--- src/rtl/rtc_pkg.sv ---
package rtc_pkg;

  typedef struct packed {
    logic [7:0] sec;
    logic [7:0] min;
    logic [7:0] hour;
    logic [7:0] wday;
    logic [7:0] mday;
    logic [7:0] mon;
    logic [7:0] year;
  } tod_t;

  localparam int RTC_IDX_SEC  = 0;
  localparam int RTC_IDX_MIN  = 2;
  localparam int RTC_IDX_HOUR = 4;
  localparam int RTC_IDX_WDAY = 6;
  localparam int RTC_IDX_MDAY = 7;
  localparam int RTC_IDX_MON  = 8;
  localparam int RTC_IDX_YEAR = 9;
  localparam int RTC_IDX_STAT = 10;
  localparam int RTC_IDX_MODE = 11;
  localparam int RTC_IDX_EVT  = 12;

  // field byte -> binary value
  function automatic logic [6:0] fld_decode(input logic [7:0] v, input logic bin);
    if (bin) return v[6:0];
    return 7'(v[7:4]) * 7'd10 + 7'(v[3:0]);
  endfunction

  // binary value -> field byte
  function automatic logic [7:0] fld_encode(input logic [6:0] n, input logic bin);
    if (bin) return {1'b0, n};
    return {4'(n / 7'd10), 4'(n % 7'd10)};
  endfunction

  // hour byte -> 0..23
  function automatic logic [6:0] hour_decode(input logic [7:0] h, input logic bin,
                                             input logic m24);
    logic [6:0] v;
    v = fld_decode({1'b0, h[6:0]}, bin);
    if (m24) return v;
    if (v == 7'd12) return h[7] ? 7'd12 : 7'd0;
    return h[7] ? v + 7'd12 : v;
  endfunction

  // 0..23 -> hour byte
  function automatic logic [7:0] hour_encode(input logic [6:0] h24, input logic bin,
                                             input logic m24);
    logic       pm;
    logic [6:0] h12;
    logic [7:0] e;
    if (m24) return fld_encode(h24, bin);
    pm  = (h24 >= 7'd12);
    h12 = pm ? h24 - 7'd12 : h24;
    if (h12 == 7'd0) h12 = 7'd12;
    e = fld_encode(h12, bin);
    return {pm, e[6:0]};
  endfunction

  function automatic logic [6:0] month_days(input logic [6:0] mon, input logic [6:0] yr);
    case (mon)
      7'd2:                       return (yr[1:0] == 2'd0) ? 7'd29 : 7'd28;
      7'd4, 7'd6, 7'd9, 7'd11:    return 7'd30;
      default:                    return 7'd31;
    endcase
  endfunction

endpackage

--- src/rtl/rtc_upd_seq.sv ---
module rtc_upd_seq #(
  parameter int LEAD_TICKS = 8,
  parameter int UPD_TICKS  = 65
) (
  input  logic clk,
  input  logic rst_n,
  input  logic tb_tick,
  input  logic sec_tick,
  input  logic freeze,
  output logic uip,
  output logic step,
  output logic done
);
  localparam int MAXT = (LEAD_TICKS > UPD_TICKS) ? LEAD_TICKS : UPD_TICKS;
  localparam int CW   = $clog2(MAXT + 1);
  localparam logic [CW-1:0] LEAD_LAST = CW'(LEAD_TICKS - 1);
  localparam logic [CW-1:0] UPD_LAST  = CW'(UPD_TICKS - 1);

  typedef enum logic [1:0] {S_IDLE, S_LEAD, S_POST} seq_state_t;

  seq_state_t    state_q;
  logic [CW-1:0] cnt_q;

  assign uip  = (state_q != S_IDLE);
  assign step = (state_q == S_LEAD) && !freeze && tb_tick && (cnt_q == LEAD_LAST);
  assign done = (state_q == S_POST) && tb_tick && (cnt_q == UPD_LAST);

  always_ff @(posedge clk) begin
    if (!rst_n) begin
      state_q <= S_IDLE;
      cnt_q   <= '0;
    end else begin
      case (state_q)
        S_IDLE: begin
          if (sec_tick && !freeze) begin
            state_q <= S_LEAD;
            cnt_q   <= '0;
          end
        end
        S_LEAD: begin
          if (freeze) begin
            state_q <= S_IDLE;
          end else if (tb_tick) begin
            if (cnt_q == LEAD_LAST) begin
              state_q <= S_POST;
              cnt_q   <= '0;
            end else begin
              cnt_q <= cnt_q + 1'b1;
            end
          end
        end
        S_POST: begin
          if (tb_tick) begin
            if (cnt_q == UPD_LAST) state_q <= S_IDLE;
            else                   cnt_q   <= cnt_q + 1'b1;
          end
        end
        default: state_q <= S_IDLE;
      endcase
    end
  end
endmodule

--- src/rtl/rtc_cal_step.sv ---
module rtc_cal_step
  import rtc_pkg::*;
(
  input  tod_t cur,
  input  logic bin,
  input  logic m24,
  output tod_t nxt
);
  logic [6:0] s, m, h, w, d, mo, y, mlen;
  logic       c_min, c_hr, c_day, c_mon, c_yr;

  always_comb begin
    nxt = cur;
    s  = fld_decode(cur.sec, bin);
    m  = fld_decode(cur.min, bin);
    h  = hour_decode(cur.hour, bin, m24);
    w  = fld_decode(cur.wday, bin);
    d  = fld_decode(cur.mday, bin);
    mo = fld_decode(cur.mon, bin);
    y  = fld_decode(cur.year, bin);
    mlen = month_days(mo, y);

    c_min = (s >= 7'd59);
    nxt.sec = fld_encode(c_min ? 7'd0 : s + 7'd1, bin);

    c_hr = 1'b0;
    if (c_min) begin
      c_hr = (m >= 7'd59);
      nxt.min = fld_encode(c_hr ? 7'd0 : m + 7'd1, bin);
    end

    c_day = 1'b0;
    if (c_hr) begin
      c_day = (h >= 7'd23);
      nxt.hour = hour_encode(c_day ? 7'd0 : h + 7'd1, bin, m24);
    end

    c_mon = 1'b0;
    if (c_day) begin
      nxt.wday = fld_encode((w >= 7'd7) ? 7'd1 : w + 7'd1, bin);
      c_mon = (d >= mlen);
      nxt.mday = fld_encode(c_mon ? 7'd1 : d + 7'd1, bin);
    end

    c_yr = 1'b0;
    if (c_mon) begin
      c_yr = (mo >= 7'd12);
      nxt.mon = fld_encode(c_yr ? 7'd1 : mo + 7'd1, bin);
    end

    if (c_yr) begin
      nxt.year = fld_encode((y >= 7'd99) ? 7'd0 : y + 7'd1, bin);
    end
  end
endmodule

--- src/rtl/bcd_tod_rtc.sv ---
module bcd_tod_rtc
  import rtc_pkg::*;
#(
  parameter int IDX_W      = 4,
  parameter int LEAD_TICKS = 8,
  parameter int UPD_TICKS  = 65
) (
  input  logic             clk,
  input  logic             rst_n,
  input  logic             tb_tick,
  input  logic             sec_tick,
  input  logic             req_valid,
  output logic             req_ready,
  input  logic             req_write,
  input  logic [IDX_W-1:0] req_index,
  input  logic [7:0]       req_wdata,
  output logic             rsp_valid,
  input  logic             rsp_ready,
  output logic [7:0]       rsp_rdata
);
  tod_t tod_q, tod_next;
  logic ctl_freeze, ctl_bin, ctl_m24;
  logic flag_uf;
  logic seq_uip, seq_step, seq_done;
  logic req_fire, wr_fire, rd_fire;
  logic [7:0] rd_mux;

  assign req_ready = !rsp_valid || rsp_ready;
  assign req_fire  = req_valid && req_ready;
  assign wr_fire   = req_fire && req_write;
  assign rd_fire   = req_fire && !req_write;

  rtc_upd_seq #(.LEAD_TICKS(LEAD_TICKS), .UPD_TICKS(UPD_TICKS)) u_seq (
    .clk(clk), .rst_n(rst_n), .tb_tick(tb_tick), .sec_tick(sec_tick),
    .freeze(ctl_freeze), .uip(seq_uip), .step(seq_step), .done(seq_done)
  );

  rtc_cal_step u_step (
    .cur(tod_q), .bin(ctl_bin), .m24(ctl_m24), .nxt(tod_next)
  );

  always_ff @(posedge clk) begin
    if (!rst_n) begin
      tod_q      <= '{sec: 8'h00, min: 8'h00, hour: 8'h00, wday: 8'h01,
                      mday: 8'h01, mon: 8'h01, year: 8'h00};
      ctl_freeze <= 1'b0;
      ctl_bin    <= 1'b0;
      ctl_m24    <= 1'b1;
    end else begin
      if (seq_step) tod_q <= tod_next;
      if (wr_fire) begin
        case (req_index)
          IDX_W'(RTC_IDX_SEC):  tod_q.sec  <= req_wdata;
          IDX_W'(RTC_IDX_MIN):  tod_q.min  <= req_wdata;
          IDX_W'(RTC_IDX_HOUR): tod_q.hour <= req_wdata;
          IDX_W'(RTC_IDX_WDAY): tod_q.wday <= req_wdata;
          IDX_W'(RTC_IDX_MDAY): tod_q.mday <= req_wdata;
          IDX_W'(RTC_IDX_MON):  tod_q.mon  <= req_wdata;
          IDX_W'(RTC_IDX_YEAR): tod_q.year <= req_wdata;
          IDX_W'(RTC_IDX_MODE): begin
            ctl_freeze <= req_wdata[7];
            ctl_bin    <= req_wdata[2];
            ctl_m24    <= req_wdata[1];
          end
          default: ;
        endcase
      end
    end
  end

  // update-ended flag: a new event wins over a clearing read
  always_ff @(posedge clk) begin
    if (!rst_n) flag_uf <= 1'b0;
    else if (seq_done) flag_uf <= 1'b1;
    else if (rd_fire && req_index == IDX_W'(RTC_IDX_EVT)) flag_uf <= 1'b0;
  end

  always_comb begin
    case (req_index)
      IDX_W'(RTC_IDX_SEC):  rd_mux = tod_q.sec;
      IDX_W'(RTC_IDX_MIN):  rd_mux = tod_q.min;
      IDX_W'(RTC_IDX_HOUR): rd_mux = tod_q.hour;
      IDX_W'(RTC_IDX_WDAY): rd_mux = tod_q.wday;
      IDX_W'(RTC_IDX_MDAY): rd_mux = tod_q.mday;
      IDX_W'(RTC_IDX_MON):  rd_mux = tod_q.mon;
      IDX_W'(RTC_IDX_YEAR): rd_mux = tod_q.year;
      IDX_W'(RTC_IDX_STAT): rd_mux = {seq_uip, 7'b0};
      IDX_W'(RTC_IDX_MODE): rd_mux = {ctl_freeze, 4'b0, ctl_bin, ctl_m24, 1'b0};
      IDX_W'(RTC_IDX_EVT):  rd_mux = {3'b0, flag_uf, 4'b0};
      default:              rd_mux = 8'h00;
    endcase
  end

  always_ff @(posedge clk) begin
    if (!rst_n) begin
      rsp_valid <= 1'b0;
      rsp_rdata <= 8'h00;
    end else if (rd_fire) begin
      rsp_valid <= 1'b1;
      rsp_rdata <= rd_mux;
    end else if (rsp_ready) begin
      rsp_valid <= 1'b0;
    end
  end
endmodule

--- config.mk ---
export PLATFORM = sky130hd
export DESIGN_NAME = bcd_tod_rtc
export DESIGN_NICKNAME = d
export VERILOG_FILES = /design/src/rtl/rtc_pkg.sv /design/src/rtl/rtc_upd_seq.sv /design/src/rtl/rtc_cal_step.sv /design/src/rtl/bcd_tod_rtc.sv
export SDC_FILE = /design/constraint.sdc
export NUM_CORES = 1
export LEC_CHECK = 0
export BUFFER_PORTS_ARGS = -buffer_cell sky130_fd_sc_hd__clkbuf_2
export CORE_MARGIN = 1
export CORE_UTILIZATION = 60
export DETAILED_ROUTE_END_ITERATION = 7
export GPL_TIMING_DRIVEN = 0
export PLACE_DENSITY = 0.77
export SLEW_MARGIN = 20
export SYNTH_ARGS = -nofsm -noshare
export SYNTH_HDL_FRONTEND = slang
export SYNTH_SLANG_ARGS = --single-unit
export TNS_END_PERCENT = 30
--- constraint.sdc ---
create_clock -name clk -period 6.65 [get_ports clk]
set_input_delay 0.9975 -clock clk [delete_from_list [all_inputs] [get_ports clk]]
set_output_delay 0.9975 -clock clk [all_outputs]
set_load 0.03 [all_outputs]
==> flow_summary.ini, run 1 <==
[clocking]
cts_root_buf = sky130_fd_sc_hd__clkbuf_16
clk_path_buf_depth = 2
cts_inserted_buffers = 9
holdBufCountCts = 0
cts.htree.levels = 3
post_cts.repair.setup_buffers = 0
worstSkewPairLatency_ps = 350
clk_pin_slew_worst_paths_ps = 60
numClockSinks = 78
cts_tree = yes

[timing]
timing.final.crit_period_ps = 6210
period_share = 0.935
rsz_0062_raised_after_global_routing = false
final_setup_fails = 0
final-hold-violation-count = 0
slew_hr = 0.259
fin_tns_setup_ps = 0
clock.fmax_mhz = 161
maxSlewViolCount = 0
finalHoldWorstSlack_ps = 480
tightestPinTransition_ps = 1100
clock-skew-final_ps = 8.28

[pwr]
power.density_cell_area_nw_per_um2 = 132
static-leakage-power_uw = 0.00402
ir_drop_mv = 0.113

[cells_and_area]
final_area_um2 = 9860
syn_to_final_growth_pct = 7.67
diodes = 0
final_net_count = 1378
fillCellCount = 1344
drive_above_1_share = 0.0822

[logic_synthesis]
ys_top_cells_by_area = sky130_fd_sc_hd__dfxtp_1, sky130_fd_sc_hd__ha_1, sky130_fd_sc_hd__a21oi_1, sky130_fd_sc_hd__nand2_1, sky130_fd_sc_hd__nor2_1
synth_enable_flop_cells = 0
most_frequent_cell_after_synthesis = sky130_fd_sc_hd__nand2_1
synthArstFlopShare = 0
synthesis.yosys.warnings = 0
total_of_flip_flops_plus_latches_after_synthesis = 78
synth_area_um2 = 9160
yosysTopAreaCell = sky130_fd_sc_hd__dfxtp_1
synth_sequential_area_ratio = 0.171
synth_flop_cell = sky130_fd_sc_hd__dfxtp_1
synthDominantCellAreaShare = 0.171
synth.lib_cells_used.distinct = 96
syn_inst = 1239
ys_top_cells_by_count = sky130_fd_sc_hd__nand2_1, sky130_fd_sc_hd__a21oi_1, sky130_fd_sc_hd__nor2_1
post_synth.cell_area_avg_um2 = 7.39
synthesized_net_count = 1345

[global_route]
grt_first_pass_wirelength_um = 48600
antenna_found_initial = 0
first_global_vias = 9577
groute.usage.overall = 0.385
grt_overflow_total = 0
groute.layer.met2.usage = 0.617
grtUsageMet3 = 0.0565
grt.busiest_layer = met2
maximum_number_of_pins_on_one_net_before_global_route_repair = 29
global_route.usage.met1 = 0.503

[routing]
post-route-drc-count = 1
pre_antenna_drt_iters = 7
ant_nets = 0
wl_per_cell_um = 20.8
wl_um = 30300
routed_vias = 10100
routed_vias_inst = 6.89
violation_count_after_the_first_detailed_routing_iteration = 1052

[critical_path]
critPathCaptureType = flip-flop
cp_top_family = compound AO/OA/AOI/OAI gates
critical_path.max_stage_delay_ps = 440
critical_path.n_buffers_inverters = 7
timing.critical_path.slowest_stage_cell = sky130_fd_sc_hd__mux2_2
crit_type = reg -> reg
worst_ep_required_time_ps = 6920
critical_path.max_fanout = 28
cp.arrival_ps = 6490
worstSetupStartpointType = flip-flop

[die]
ioPinCount = 29
die_h_um = 126
fp-row-count = 44
placeableCoreArea_um2 = 14700
die-width_um = 126
initial_core_util = 0.623
design.die.area_um2 = 15800

[placed_design]
placed_area_um2 = 9510
place.port_buffers = 24
gpl.final_weighted_congestion = 1.03
dp.final_hpwl_um = 22900

[run_status]
failed_checks = design-rule violations
result_of_the_run = complete, but fails checks

[min_path]
min_path_type = reg -> reg

[job]
maxCapViolations = 0
[stage by stage]
step | std cells | util | power, uW | setup WS [ps]
after floorplan | 1239 | - | 668 | 1200
after global placement | 1447 | 0.647 | 731 | -367
after global routing | 1461 | 0.671 | 1340 | 37.5
after CTS | 1461 | 0.669 | 1290 | 177
final | 1461 | 0.671 | 1300 | 435
after detailed placement | 1447 | 0.647 | 735 | -522
[routing by layer]
| layer | wire, um | vias up |
|---|---|---|
| met2 | 13500 | 518 |
| met3 | 3030 | 105 |
| li1 | - | 4713 |
| met4 | 1270 | 0 |
| met5 | 0 | - |
| met1 | 12500 | 4737 |
[flip-flops by register name (all words and copies together), names as in the netlist]
name,cells
u_seq.state_q,2
rsp_rdata,8
ctl_freeze,1
flag_uf,1
u_seq.cnt_q,7
tod_q,56
rsp_valid,1
ctl_m24,1
ctl_bin,1
[worst reg2reg max path: cells and delay by family (launching register included)]
| kind | cells | cell delay, ps |
|---|---|---|
| xor gates and xnor gates | 1 | 160 |
| adders and majority gates | 4 | 860 |
| buffers and inverters | 7 | 1590 |
| DFF | 1 | 330 |
| AOI/OAI and AO/OA | 10 | 1700 |
| and+or+nand+nor | 4 | 610 |
| muxes | 4 | 920 |
[area by class of cell]
cell class | instances | area (um2) | area share
Buffer | 65 | 285 | 0.0289
Tap cell | 184 | 230 | 0.0234
Inverter | 39 | 148 | 0.0150
Timing Repair Buffer | 24 | 120 | 0.0122
Clock buffer | 9 | 225 | 0.0228
Clock inverter | 7 | 113 | 0.0114
Sequential cell | 78 | 1560 | 0.159
Multi-Input combinational cell | 1055 | 7170 | 0.728
[where the power goes]
part / internal, uW / leakage (uW) / total [uW] / switching [uW]
clock network: 365 / 0.000165 / 569 / 205
registers: 476 / 0.000630 / 487 / 10.7
logic: 82.5 / 0.00322 / 247 / 164
total: 924 / 0.00402 / 1300 / 380
[repair_timing]
item,CTS,global route
endpoints found under the setup margin,4,5
endpoints found under the hold margin,0,0
resized for setup,0,6
[path summary, 6_finish.rpt]
| kind | startpoint | endpoint | slack [ps] | cells after the start |
|---|---|---|---|---|
| max | ctl_bin | tod_q[17] | 440 | 30 |
| min | flag_uf | flag_uf | 480 | 2 |
| max reg2reg | ctl_bin | tod_q[17] | 440 | 30 |
| min reg2reg | flag_uf | flag_uf | 480 | 2 |
[placed cells by master, fill, tap and decap left out, drive strengths merged, types with 23 or more instances in the layout]
| master | count |
|---|---|
| nand2 | 131 |
| a21oi | 115 |
| nor2 | 115 |
| clkbuf | 82 |
| dfxtp | 78 |
| ha | 74 |
| o21ai | 68 |
| nand3 | 61 |
| nor3 | 48 |
| inv | 38 |
| mux2i | 30 |
| o211ai | 26 |
| xnor2 | 23 |
[cell families (layout without fill, tap and decap cells)]
group,after synthesis,count (layout),share of synthesized area
flip-flops,78,78,0.171
adder cells (fa/ha/maj),87,87,0.130
buffers and inverters,106,144,0.0480
AND/OR/NAND/NOR,486,486,0.262
XOR/XNOR,45,45,0.0430
multiplexers,48,48,0.0549
AO/OA/AOI/OAI,389,389,0.292
(Power assumes the default switching activity.)
==> run 2, diff against run 1 <==
--- a/config.mk
+++ b/config.mk
@@ -6,11 +6,13 @@
 export NUM_CORES = 1
 export LEC_CHECK = 0
 export BUFFER_PORTS_ARGS = -buffer_cell sky130_fd_sc_hd__clkbuf_2
+export CELL_PAD_IN_SITES_DETAIL_PLACEMENT = 0
+export CELL_PAD_IN_SITES_GLOBAL_PLACEMENT = 1
 export CORE_MARGIN = 1
-export CORE_UTILIZATION = 60
+export CORE_UTILIZATION = 48
 export DETAILED_ROUTE_END_ITERATION = 7
 export GPL_TIMING_DRIVEN = 0
-export PLACE_DENSITY = 0.77
+export PLACE_DENSITY_LB_ADDON = 0.1
 export SLEW_MARGIN = 20
 export SYNTH_ARGS = -nofsm -noshare
 export SYNTH_HDL_FRONTEND = slang
==> run 2 against run 1 <==
First-iteration DRC count is 14% lower. Sequential cell count is the same. Critical endpoint is now tod_q[2]. Non-clock buffer count up 1. The flow now finishes without violations.
==> flow_summary.ini, run 2 (synthesized netlist as in run 1, its figures left out) <==
[run_status]
result_of_the_run = complete, no violations

[timing]
final-hold-violation-count = 0
rsz_0062_raised_after_global_routing = false
clock-skew-final_ps = 7.58
slew_hr = 0.349
clock.fmax_mhz = 163
tightestPinTransition_ps = 977
fin_tns_setup_ps = 0
maxSlewViolCount = 0
timing.final.crit_period_ps = 6140
period_share = 0.923
final_setup_fails = 0

[placed_design]
dp.final_hpwl_um = 24300
inst_count_dp = 1497
gpl.final_weighted_congestion = 0.945
place.port_buffers = 24

[cells_and_area]
register_area_um2 = 1560
final_net_count = 1379
fillCellCount = 1908
share_of_the_core_filled_with_cells_in_the_final_layout = 0.530
multiInputGateArea_um2 = 7170
reg.largest.list = tod_q: 56 flops, rsp_rdata: 8 flops, u_seq.cnt_q: 7 flops
mostFrequentLayoutCells = sky130_fd_sc_hd__nand2_1, sky130_fd_sc_hd__a21oi_1, sky130_fd_sc_hd__nor2_1, sky130_fd_sc_hd__dfxtp_1, sky130_fd_sc_hd__ha_1
post_layout_nonfiller_instances = 1512
syn_to_final_growth_pct = 8.31
layout.cells.most_common = sky130_fd_sc_hd__nand2_1
largest_register_ff_count = 56
drive_above_1_share = 0.0829
diodes = 0
register_ranked_first_by_flip_flop_count = tod_q

[pwr]
ir_drop_mv = 0.115
power.density_cell_area_nw_per_um2 = 129
static-leakage-power_uw = 0.00402

[die]
fp-row-count = 50
die_h_um = 140
ioPinCount = 29
placeableCoreArea_um2 = 18700
die-width_um = 140
initial_core_util = 0.489
design.die.area_um2 = 19600

[routing]
post-route-drc-count = 0
wl_um = 32100
violation_count_after_the_first_detailed_routing_iteration = 901
ant_nets = 0
wl_per_cell_um = 21.2
routed_vias = 9881
pre_antenna_drt_iters = 5
routed_vias_inst = 6.54

[global_route]
antenna_found_initial = 0
grt_overflow_total = 0
groute.usage.overall = 0.330
first_global_vias = 8987
grt_first_pass_wirelength_um = 50500
maximum_number_of_pins_on_one_net_before_global_route_repair = 20

[critical_path]
worstSetupStartpointType = flip-flop
critPathCaptureType = flip-flop
worst_ep_required_time_ps = 6920
critical_path.max_fanout = 8
crit_type = reg -> reg
critical_path.max_stage_delay_ps = 640
crit_chain = ha_1, ha_1, fa_1, o211ai_1, o211a_1, nor3_1, o211ai_2, nand2_1, inv_1, ha_1, a31o_2, a21oi_1, mux2i_1, or2_1, o211ai_1, nand2_1, ha_1, or2_2, o32a_1, nand3_1, or4b_1, o211ai_1
cp.arrival_ps = 6410
crit_path_frequent_cell = sky130_fd_sc_hd__ha_1
timing.critical_path.slowest_stage_cell = sky130_fd_sc_hd__dfxtp_1

[clocking]
cts_inserted_buffers = 9
numClockSinks = 78
cts_root_buf = sky130_fd_sc_hd__clkbuf_16
post_cts.repair.setup_buffers = 0
clk_pin_slew_worst_paths_ps = 60
cts_tree = yes
worstSkewPairLatency_ps = 350
cts.htree.levels = 3
clk_path_buf_depth = 2

[min_path]
min_path_type = reg -> reg

[job]
maxCapViolations = 0
## run 2: cell types whose count changed in the layout (fill, tap and decap cells not counted), sizes merged
cell    delta
buf        -1
clkinv     -3
clkbuf     +7
bufinv     -2
## run 2: repair_timing
action                     CTS  global route
setup endpoints to repair    4             4
pin swaps                    0             0
resized for setup            2             9
hold buffers                 0             0
## run 2: through the flow
stage                     total power [uW]  instance area [um2]  hold WS, ps  setup slack (ps)
after global routing                  1320                 9920          499              9.76
after detailed placement               740                 9570          473              -723
after CTS                             1270                 9890          480               197
after global placement                 737                 9570          463              -867
final                                 1280                 9920          489               513
after floorplan                        668                 9160          450              1200
## run 2: critical path: cells and delay by family (launching register included)
kind / cells / cell delay (ps)
multiplexers: 1 / 130
flip-flops: 1 / 640
buffers and inverters: 1 / 140
AND/OR/NAND/NOR: 7 / 1880
adder cells (fa/ha/maj): 5 / 1620
AO/OA/AOI/OAI: 8 / 1650
## run 2: layout make-up
| type | instances | area share |
|---|---|---|
| Multi-Input combinational cell | 1055 | 0.723 |
| Sequential cell | 78 | 0.158 |
| Buffer | 66 | 0.0302 |
| Tap cell | 234 | 0.0295 |
| Clock buffer | 14 | 0.0286 |
| Inverter | 39 | 0.0149 |
| Timing Repair Buffer | 24 | 0.0121 |
| Clock inverter | 2 | 0.00379 |
## run 2: where the power goes
| part | switching, uW | internal [uW] | total (uW) |
|---|---|---|---|
| Sequential | 11.3 | 476 | 488 |
| Clock | 205 | 332 | 537 |
| Combinational | 168 | 83.3 | 251 |
## run 2: path summary, 6_finish.rpt
check,startpoint,to,depth (start not counted),slack [ps]
min reg2reg,flag_uf,flag_uf,2,490
max reg2reg,tod_q[5],tod_q[2],22,510
max,tod_q[5],tod_q[2],22,510
min,flag_uf,flag_uf,2,490
## run 2: routing by layer
layer	vias to the layer above	global-route usage	part of all wire
li1	4718	-	-
met1	4739	0.459	0.46
met2	358	0.529	0.45
met3	66	0.0390	0.062
met4	0	0.106	0.028
met5	-	0	0
